[config.mk]
export PLATFORM = sky130hd
export DESIGN_NAME = muldiv_unit
export DESIGN_NICKNAME = d
export VERILOG_FILES = /design/src/rtl/muldiv_pkg.sv /design/src/rtl/muldiv_ctrl.sv /design/src/rtl/muldiv_dpath.sv /design/src/rtl/muldiv_unit.sv
export SDC_FILE = /design/constraint.sdc
export NUM_CORES = 2
export LEC_CHECK = 0
export ABC_AREA = 1
export BUFFER_PORTS_ARGS = -buffer_cell sky130_fd_sc_hd__buf_2
export CAP_MARGIN = 10
export CELL_PAD_IN_SITES_DETAIL_PLACEMENT = 0
export CELL_PAD_IN_SITES_GLOBAL_PLACEMENT = 1
export CORE_AREA = 2 2 447 449
export CTS_CLUSTER_DIAMETER = 120
export DETAILED_ROUTE_END_ITERATION = 10
export DIE_AREA = 0 0 449 451
export PLACE_DENSITY = 0.54
export SLEW_MARGIN = 20
export SYNTH_ARGS = -nofsm -noshare
export SYNTH_HDL_FRONTEND = slang
export SYNTH_SLANG_ARGS = --single-unit
[constraint.sdc]
create_clock -name clk -period 23.8 [get_ports clk]
set_input_delay 2.38 -clock clk [delete_from_list [all_inputs] [get_ports clk]]
set_output_delay 2.38 -clock clk [all_outputs]
set_load 0.02 [all_outputs]
[src/rtl/muldiv_pkg.sv]
package muldiv_pkg;

  // Strobes from the sequencer to the arithmetic datapath.
  typedef struct packed {
    logic       loadAcc;       // start a multiply: first partial product into accumulator
    logic       loadDivWide;   // start a 64-bit divide: load operands only
    logic       loadDivNarrow; // start a 32-bit divide: load and perform first step
    logic       mulStep;       // add the next partial product
    logic       divStep;       // one restoring quotient step
    logic [1:0] mulPhase;      // which partial product the array computes
  } ctrl_strobes_t;

endpackage

[src/rtl/muldiv_ctrl.sv]
module muldiv_ctrl
  import muldiv_pkg::*;
#(
  parameter int WORD_W   = 64,
  parameter int THREAD_W = 2
) (
  input  logic                clk,
  input  logic                rstN,
  input  logic                issueValid,
  input  logic [THREAD_W-1:0] issueThread,
  input  logic                issueIsDiv,
  input  logic                issueWide,
  output logic                busy,
  output logic                issueFlush,
  output logic                resValid,
  output logic [THREAD_W-1:0] resThread,
  output logic                resIsDiv,
  output ctrl_strobes_t       strobes
);

  localparam int HALF_W         = WORD_W / 2;
  localparam int DIV_WIDE_CYC   = WORD_W + 1;
  localparam int DIV_NARROW_CYC = HALF_W;
  localparam int MUL_WIDE_CYC   = 4;
  localparam int CNT_W          = $clog2(DIV_WIDE_CYC + 1);

  localparam logic [CNT_W-1:0] CNT_DIV_WIDE   = CNT_W'(DIV_WIDE_CYC);
  localparam logic [CNT_W-1:0] CNT_DIV_NARROW = CNT_W'(DIV_NARROW_CYC);
  localparam logic [CNT_W-1:0] CNT_MUL_WIDE   = CNT_W'(MUL_WIDE_CYC);
  localparam logic [CNT_W-1:0] CNT_PHASE_BASE = CNT_W'(MUL_WIDE_CYC + 1);
  localparam logic [CNT_W-1:0] CNT_ONE        = CNT_W'(1);

  logic                busyQ;
  logic [CNT_W-1:0]    cntQ;
  logic                narrowPendQ;
  logic                isDivQ;
  logic [THREAD_W-1:0] ownerQ;

  logic             accept;
  logic             recircStart;
  logic             lastCycle;
  logic [CNT_W-1:0] startCnt;
  logic [CNT_W-1:0] phaseFull;

  assign accept      = issueValid && !busyQ;
  assign recircStart = accept && (issueIsDiv || issueWide);
  assign lastCycle   = busyQ && (cntQ == CNT_ONE);

  always_comb begin
    if (issueIsDiv) startCnt = issueWide ? CNT_DIV_WIDE : CNT_DIV_NARROW;
    else            startCnt = CNT_MUL_WIDE;
  end

  always_ff @(posedge clk) begin
    if (!rstN) begin
      busyQ       <= 1'b0;
      cntQ        <= '0;
      narrowPendQ <= 1'b0;
      isDivQ      <= 1'b0;
      ownerQ      <= '0;
    end else begin
      narrowPendQ <= accept && !issueIsDiv && !issueWide;
      if (accept) begin
        ownerQ <= issueThread;
        isDivQ <= issueIsDiv;
        if (recircStart) begin
          busyQ <= 1'b1;
          cntQ  <= startCnt;
        end
      end else if (busyQ) begin
        if (lastCycle) busyQ <= 1'b0;
        cntQ <= cntQ - CNT_ONE;
      end
    end
  end

  assign phaseFull = CNT_PHASE_BASE - cntQ;

  always_comb begin
    strobes               = '0;
    strobes.loadAcc       = accept && !issueIsDiv;
    strobes.loadDivWide   = accept && issueIsDiv && issueWide;
    strobes.loadDivNarrow = accept && issueIsDiv && !issueWide;
    strobes.mulStep       = busyQ && !isDivQ && !lastCycle;
    strobes.divStep       = busyQ && isDivQ && !lastCycle;
    strobes.mulPhase      = phaseFull[1:0];
  end

  assign busy       = busyQ;
  assign issueFlush = issueValid && busyQ;
  assign resValid   = lastCycle || narrowPendQ;
  assign resThread  = ownerQ;
  assign resIsDiv   = isDivQ;

  // a narrow multiply returns next cycle without occupying the unit
  p_narrow_next_r1: assert property (@(posedge clk) disable iff (!rstN)
    issueValid && !busyQ && !issueIsDiv && !issueWide |=> resValid && !busyQ);

  // busy only rises after an issue was offered
  p_busy_from_issue_r6: assert property (@(posedge clk) disable iff (!rstN)
    $rose(busyQ) |-> $past(issueValid));

  // the result cycle of a recirculation is its last busy cycle
  p_busy_ends_r6: assert property (@(posedge clk) disable iff (!rstN)
    resValid && busyQ |=> !busyQ);

  // a colliding issue does not disturb the owner of the unit
  p_flush_keeps_owner_r5: assert property (@(posedge clk) disable iff (!rstN)
    busyQ && issueValid |=> resThread == $past(resThread));

endmodule

[src/rtl/muldiv_dpath.sv]
module muldiv_dpath
  import muldiv_pkg::*;
#(
  parameter int WORD_W = 64
) (
  input  logic                clk,
  input  logic                rstN,
  input  ctrl_strobes_t       strobes,
  input  logic [WORD_W-1:0]   issueA,
  input  logic [WORD_W-1:0]   issueB,
  input  logic                resIsDiv,
  output logic [WORD_W-1:0]   resData,
  output logic [WORD_W-1:0]   resRem
);

  localparam int HALF_W = WORD_W / 2;

  logic [WORD_W-1:0] opAQ, opBQ, accQ;
  logic [WORD_W-1:0] quoQ, remQ, divisorQ;

  logic [HALF_W-1:0] mulX, mulY;
  logic [WORD_W-1:0] product;
  logic [WORD_W-1:0] addend;
  logic [2*WORD_W-1:0] stepNext;
  logic [2*WORD_W-1:0] primeNarrow;

  // One restoring step: returns {remainder, quotient shift register}.
  function automatic logic [2*WORD_W-1:0] divStepFn(
    input logic [WORD_W-1:0] rem,
    input logic [WORD_W-1:0] quo,
    input logic [WORD_W-1:0] dsr
  );
    logic [WORD_W:0]   shifted;
    logic [WORD_W:0]   diff;
    logic [WORD_W-1:0] remNext;
    logic              qBit;
    shifted = {rem, quo[WORD_W-1]};
    diff    = shifted - {1'b0, dsr};
    if (!diff[WORD_W]) begin
      remNext = diff[WORD_W-1:0];
      qBit    = 1'b1;
    end else begin
      remNext = shifted[WORD_W-1:0];
      qBit    = 1'b0;
    end
    return {remNext, quo[WORD_W-2:0], qBit};
  endfunction

  // Operand selection for the shared half-width array.
  always_comb begin
    if (strobes.loadAcc) begin
      mulX = issueA[HALF_W-1:0];
      mulY = issueB[HALF_W-1:0];
    end else begin
      case (strobes.mulPhase)
        2'd1:    begin mulX = opAQ[WORD_W-1:HALF_W]; mulY = opBQ[HALF_W-1:0];      end
        2'd2:    begin mulX = opAQ[HALF_W-1:0];      mulY = opBQ[WORD_W-1:HALF_W]; end
        default: begin mulX = opAQ[WORD_W-1:HALF_W]; mulY = opBQ[WORD_W-1:HALF_W]; end
      endcase
    end
  end

  assign product = WORD_W'(mulX) * WORD_W'(mulY);
  // The high-by-high partial product lands entirely above the returned word.
  assign addend  = (strobes.mulPhase == 2'd3) ? '0 : (product << HALF_W);

  assign stepNext    = divStepFn(remQ, quoQ, divisorQ);
  assign primeNarrow = divStepFn('0, {issueA[HALF_W-1:0], {HALF_W{1'b0}}},
                                 WORD_W'(issueB[HALF_W-1:0]));

  always_ff @(posedge clk) begin
    if (!rstN) begin
      opAQ     <= '0;
      opBQ     <= '0;
      accQ     <= '0;
      quoQ     <= '0;
      remQ     <= '0;
      divisorQ <= '0;
    end else begin
      if (strobes.loadAcc) begin
        accQ <= product;
        opAQ <= issueA;
        opBQ <= issueB;
      end else if (strobes.mulStep) begin
        accQ <= accQ + addend;
      end

      if (strobes.loadDivWide) begin
        remQ     <= '0;
        quoQ     <= issueA;
        divisorQ <= issueB;
      end else if (strobes.loadDivNarrow) begin
        {remQ, quoQ} <= primeNarrow;
        divisorQ     <= WORD_W'(issueB[HALF_W-1:0]);
      end else if (strobes.divStep) begin
        {remQ, quoQ} <= stepNext;
      end
    end
  end

  assign resData = resIsDiv ? quoQ : accQ;
  assign resRem  = remQ;

  // restoring division keeps the partial remainder below the divisor
  p_rem_below_divisor_r3: assert property (@(posedge clk) disable iff (!rstN)
    strobes.divStep && (divisorQ != '0) |=> remQ < divisorQ);

  // with a zero divisor every quotient bit produced is a one
  p_zero_div_ones_r7: assert property (@(posedge clk) disable iff (!rstN)
    strobes.divStep && (divisorQ == '0) |=> quoQ[0]);

endmodule

[src/rtl/muldiv_unit.sv]
module muldiv_unit
  import muldiv_pkg::*;
#(
  parameter int WORD_W   = 64,
  parameter int THREAD_W = 2
) (
  input  logic                clk,
  input  logic                rstN,
  input  logic                issueValid,
  input  logic [THREAD_W-1:0] issueThread,
  input  logic                issueIsDiv,
  input  logic                issueWide,
  input  logic [WORD_W-1:0]   issueA,
  input  logic [WORD_W-1:0]   issueB,
  output logic                issueFlush,
  output logic                busy,
  output logic                resValid,
  output logic [THREAD_W-1:0] resThread,
  output logic [WORD_W-1:0]   resData,
  output logic [WORD_W-1:0]   resRem
);

  ctrl_strobes_t strobes;
  logic          resIsDiv;

  muldiv_ctrl #(.WORD_W(WORD_W), .THREAD_W(THREAD_W)) uCtrl (
    .clk         (clk),
    .rstN        (rstN),
    .issueValid  (issueValid),
    .issueThread (issueThread),
    .issueIsDiv  (issueIsDiv),
    .issueWide   (issueWide),
    .busy        (busy),
    .issueFlush  (issueFlush),
    .resValid    (resValid),
    .resThread   (resThread),
    .resIsDiv    (resIsDiv),
    .strobes     (strobes)
  );

  muldiv_dpath #(.WORD_W(WORD_W)) uDpath (
    .clk      (clk),
    .rstN     (rstN),
    .strobes  (strobes),
    .issueA   (issueA),
    .issueB   (issueB),
    .resIsDiv (resIsDiv),
    .resData  (resData),
    .resRem   (resRem)
  );

endmodule

==> results.yml <==
outcome:
  status: "finished, final reports clean"
clock_tree:
  htree_num_levels: 2
  clockRootBuffer: "clkbuf_16"
  path_clk_slew_ps: 60
  post_cts_buffers: 0
  cts_tree: "done"
  clock-sinks: 396
  cts_made_buffers: 50
  clk_latency_ps: 660
  ctsLongestPathBuffers: 3
  cts_resized: 0
  hold_buffers: 0
layout:
  fin_nets: 9789
  area_growth_pct: 9.98
  utilization_pct: 32.8
  final_cell_mix: "nand2_1 (2,055), inv_1 (1,775), fa_1 (898)"
  drive_gt1_share_pct: 7.40
  mostFrequentLayoutCell: "nand2_1"
critical_path:
  cp-startpoint: "issueValid"
  path_max_fanout: 60
  worstSetupPathType: "in2reg"
  cp-endpoint: "uDpath.accQ[62]$_SDFFE_PN0P_"
  r2r_end: "uDpath.accQ[62]$_SDFFE_PN0P_"
  critPathRequiredTime_ps: 24380
  ff2ff_path_depth: 39
  crit_path_max_incr_delay_ps: 580
  cp_slowest_cell: "fa_1"
  crit_top_cell: "fa_1"
  crit_arrival_ps: 13350
  r2r_setup_slack_ps: 12350
  end_kind: "flip-flop"
  r2r-start: "uCtrl.busy$_SDFFE_PN0P_"
  crit_path_start_kind: "input port"
routing:
  post-route-drc-count: 0
  postRouteAntennaNets: 0
  vias: 54100
  drt_iter0_markers: 3808
  dr.pass1.iters: 6
  via_per_inst: 4.88
  routedWlPerCell_um: 23.9
  wirelength_mm: 265
power:
  ir_worst_vdd_v: 0.000151
  power_density_nw_per_um2: 138
  leakage_nw: 31.7
  total_power_w: 0.00898
synthesis:
  syn_inst: 8323
  yosys_warnings: 0
  synth_top_area_share_pct: 30.4
  muxShareOfSynthArea_pct: 0
  yosys_most_used_dff: "dfxtp_1"
  synth-seq-cells: 396
  synthArstFlopShare_pct: 0
  netlist_top_cells_area: "fa_1 (30%), dfxtp_1 (13%), nand2_1 (13%), inv_1 (11%), ha_1 (7.7%)"
  yosysTopAreaCell: "fa_1"
  synth-compound-area-share_pct: 10.9
  seq_area_frac_synth_pct: 13.4
  syn-num-nets: 9720
  synth_edf_count: 0
  synthDistinctLibCells: 53
  synth_fa_ha_area_share_pct: 38.1
  postSynthAreaPerCell_um2: 7.11
  synth-simple-area-share_pct: 22.3
  synth_top_family_by_area: "adder cells"
  syn-cell-area_um2: 59100
  synthXorXnorAreaFrac_pct: 1.05
grt:
  grt_first_pass_wirelength_mm: 389
  overflow: 0
  grt_pass1_vias: 55800
  grt_max_degree: 75
  grt_use_total_pct: 26.0
  antenna_found_initial: 5
sta:
  rsz0062_at_grt: "no"
  fin_tns_setup_ps: 0
  min_period_ps: 12760
  final.period_utilization_pct: 53.6
  worst_pin_slew_ps: 1080
  clock.fmax_ghz: 0.0783
  setup_viol: 0
  finalMaxSlewViolations: 0
  relSlewSlack_pct: 27.7
  hold_viol: 0
  clock_skew_ps: 36.7
min_path:
  hold_class: "reg2reg"
job:
  max_cap_viol_count: 0
floorplanning:
  core_um2: 198000
  num_rows: 164
  io_pins: 268
  start_util_pct: 29.8
  die-height_um: 451
  fp.dieArea_um2: 202000
  die_w_um: 449
placement:
  io_buffers: 267
  place_hpwl_mm: 219
  gp_congestion: 0.915
[worst min-delay path by stage]
stage                                       startpoint                      endpoint  slack [ps]  depth (start not counted)
final                     uDpath.opBQ[16]$_SDFFE_PN0P_  uDpath.opBQ[16]$_SDFFE_PN0P_         450                          2
after floorplan           uDpath.opBQ[55]$_SDFFE_PN0P_  uDpath.opBQ[55]$_SDFFE_PN0P_         410                          2
after CTS                 uDpath.opBQ[16]$_SDFFE_PN0P_  uDpath.opBQ[16]$_SDFFE_PN0P_         450                          2
after global placement     uDpath.opAQ[0]$_SDFFE_PN0P_   uDpath.opAQ[0]$_SDFFE_PN0P_         430                          2
after detailed placement  uDpath.opBQ[16]$_SDFFE_PN0P_  uDpath.opBQ[16]$_SDFFE_PN0P_         440                          2
after global routing      uDpath.opBQ[26]$_SDFFE_PN0P_  uDpath.opBQ[26]$_SDFFE_PN0P_         470                          2
[per-stage QoR]
step	hold WS (ps)	cells	instance area (um^2)	setup slack, ps
6_report	449	11100	65000	11040
5_1_grt	470	11100	65000	10340
4_1_cts	454	11100	65000	11070
3_5_place_dp	439	11000	63200	10410
3_3_place_gp	433	11000	63200	10410
2_1_floorplan	414	8323	59100	13430
[layer usage]
metal | vias to the layer above | global-route usage [%] | wire, um
met5 | - | 0 | 0
met2 | 1448 | 44.7 | 128000
li1 | 25300 | - | -
met3 | 279 | 2.74 | 12600
met1 | 27100 | 34.4 | 116000
met4 | 0 | 7.47 | 8710
[sequential cells by signal (all words and copies together) (netlist names), 2 cells and up]
register / count
uDpath.accQ: 64
uDpath.divisorQ: 64
uDpath.opAQ: 64
uDpath.opBQ: 64
uDpath.quoQ: 64
uDpath.resRem: 64
uCtrl.cntQ: 7
uCtrl.resThread: 2
[cell type report]
type                    count  area (um^2)
repair buffers            363         2100
multi-input cells        5755        43000
diodes                      1         2.50
clock buffers              68         1480
clock inverters            23          314
flip-flops and latches    396         7930
fillers                 22100       133000
inverters                1826         6860
well taps                2656         3320
[where the power goes]
group,leakage [nW],internal [W],switching (W)
combinational,27.6,0.00220,0.00514
sequential,3.24,0.000731,0.0000582
clock,0.889,0.000510,0.000343
[cell usage after synthesis (11+ instances only)]
master / count
a21oi_1: 430
a221oi_1: 19
buf_1: 11
buf_2: 159
clkbuf_1: 164
dfxtp_1: 396
fa_1: 898
ha_1: 364
inv_1: 1778
inv_2: 41
nand2_1: 2056
nand2_2: 15
nand3_1: 266
nand3b_1: 51
nand4_1: 34
nor2_1: 742
nor3_1: 42
nor4_1: 13
o21ai_0: 469
o21ai_1: 25
o21ai_2: 28
o21bai_1: 36
o221ai_1: 29
o22ai_1: 65
xnor2_1: 57
xor2_1: 14
[critical path, delay by kind of cell]
kind / cells / cell delay [ps]
compound gates: 4 / 850
xor+xnor: 1 / 270
fa+ha+maj: 10 / 4830
buf+inv: 10 / 2400
simple gates: 14 / 2530
[kinds of logic (layout without fill, tap and decap cells)]
kind of cell	Yosys count	count (layout)
AND/OR/NAND/NOR	3260	3260
buffers and inverters	2172	2280
adder cells (fa/ha/maj)	1262	1262
AO/OA/AOI/OAI	1162	1162
flip-flops	396	396
XOR/XNOR	71	71
other	0	1
No activity file was read; power rests on OpenSTA's default activity.
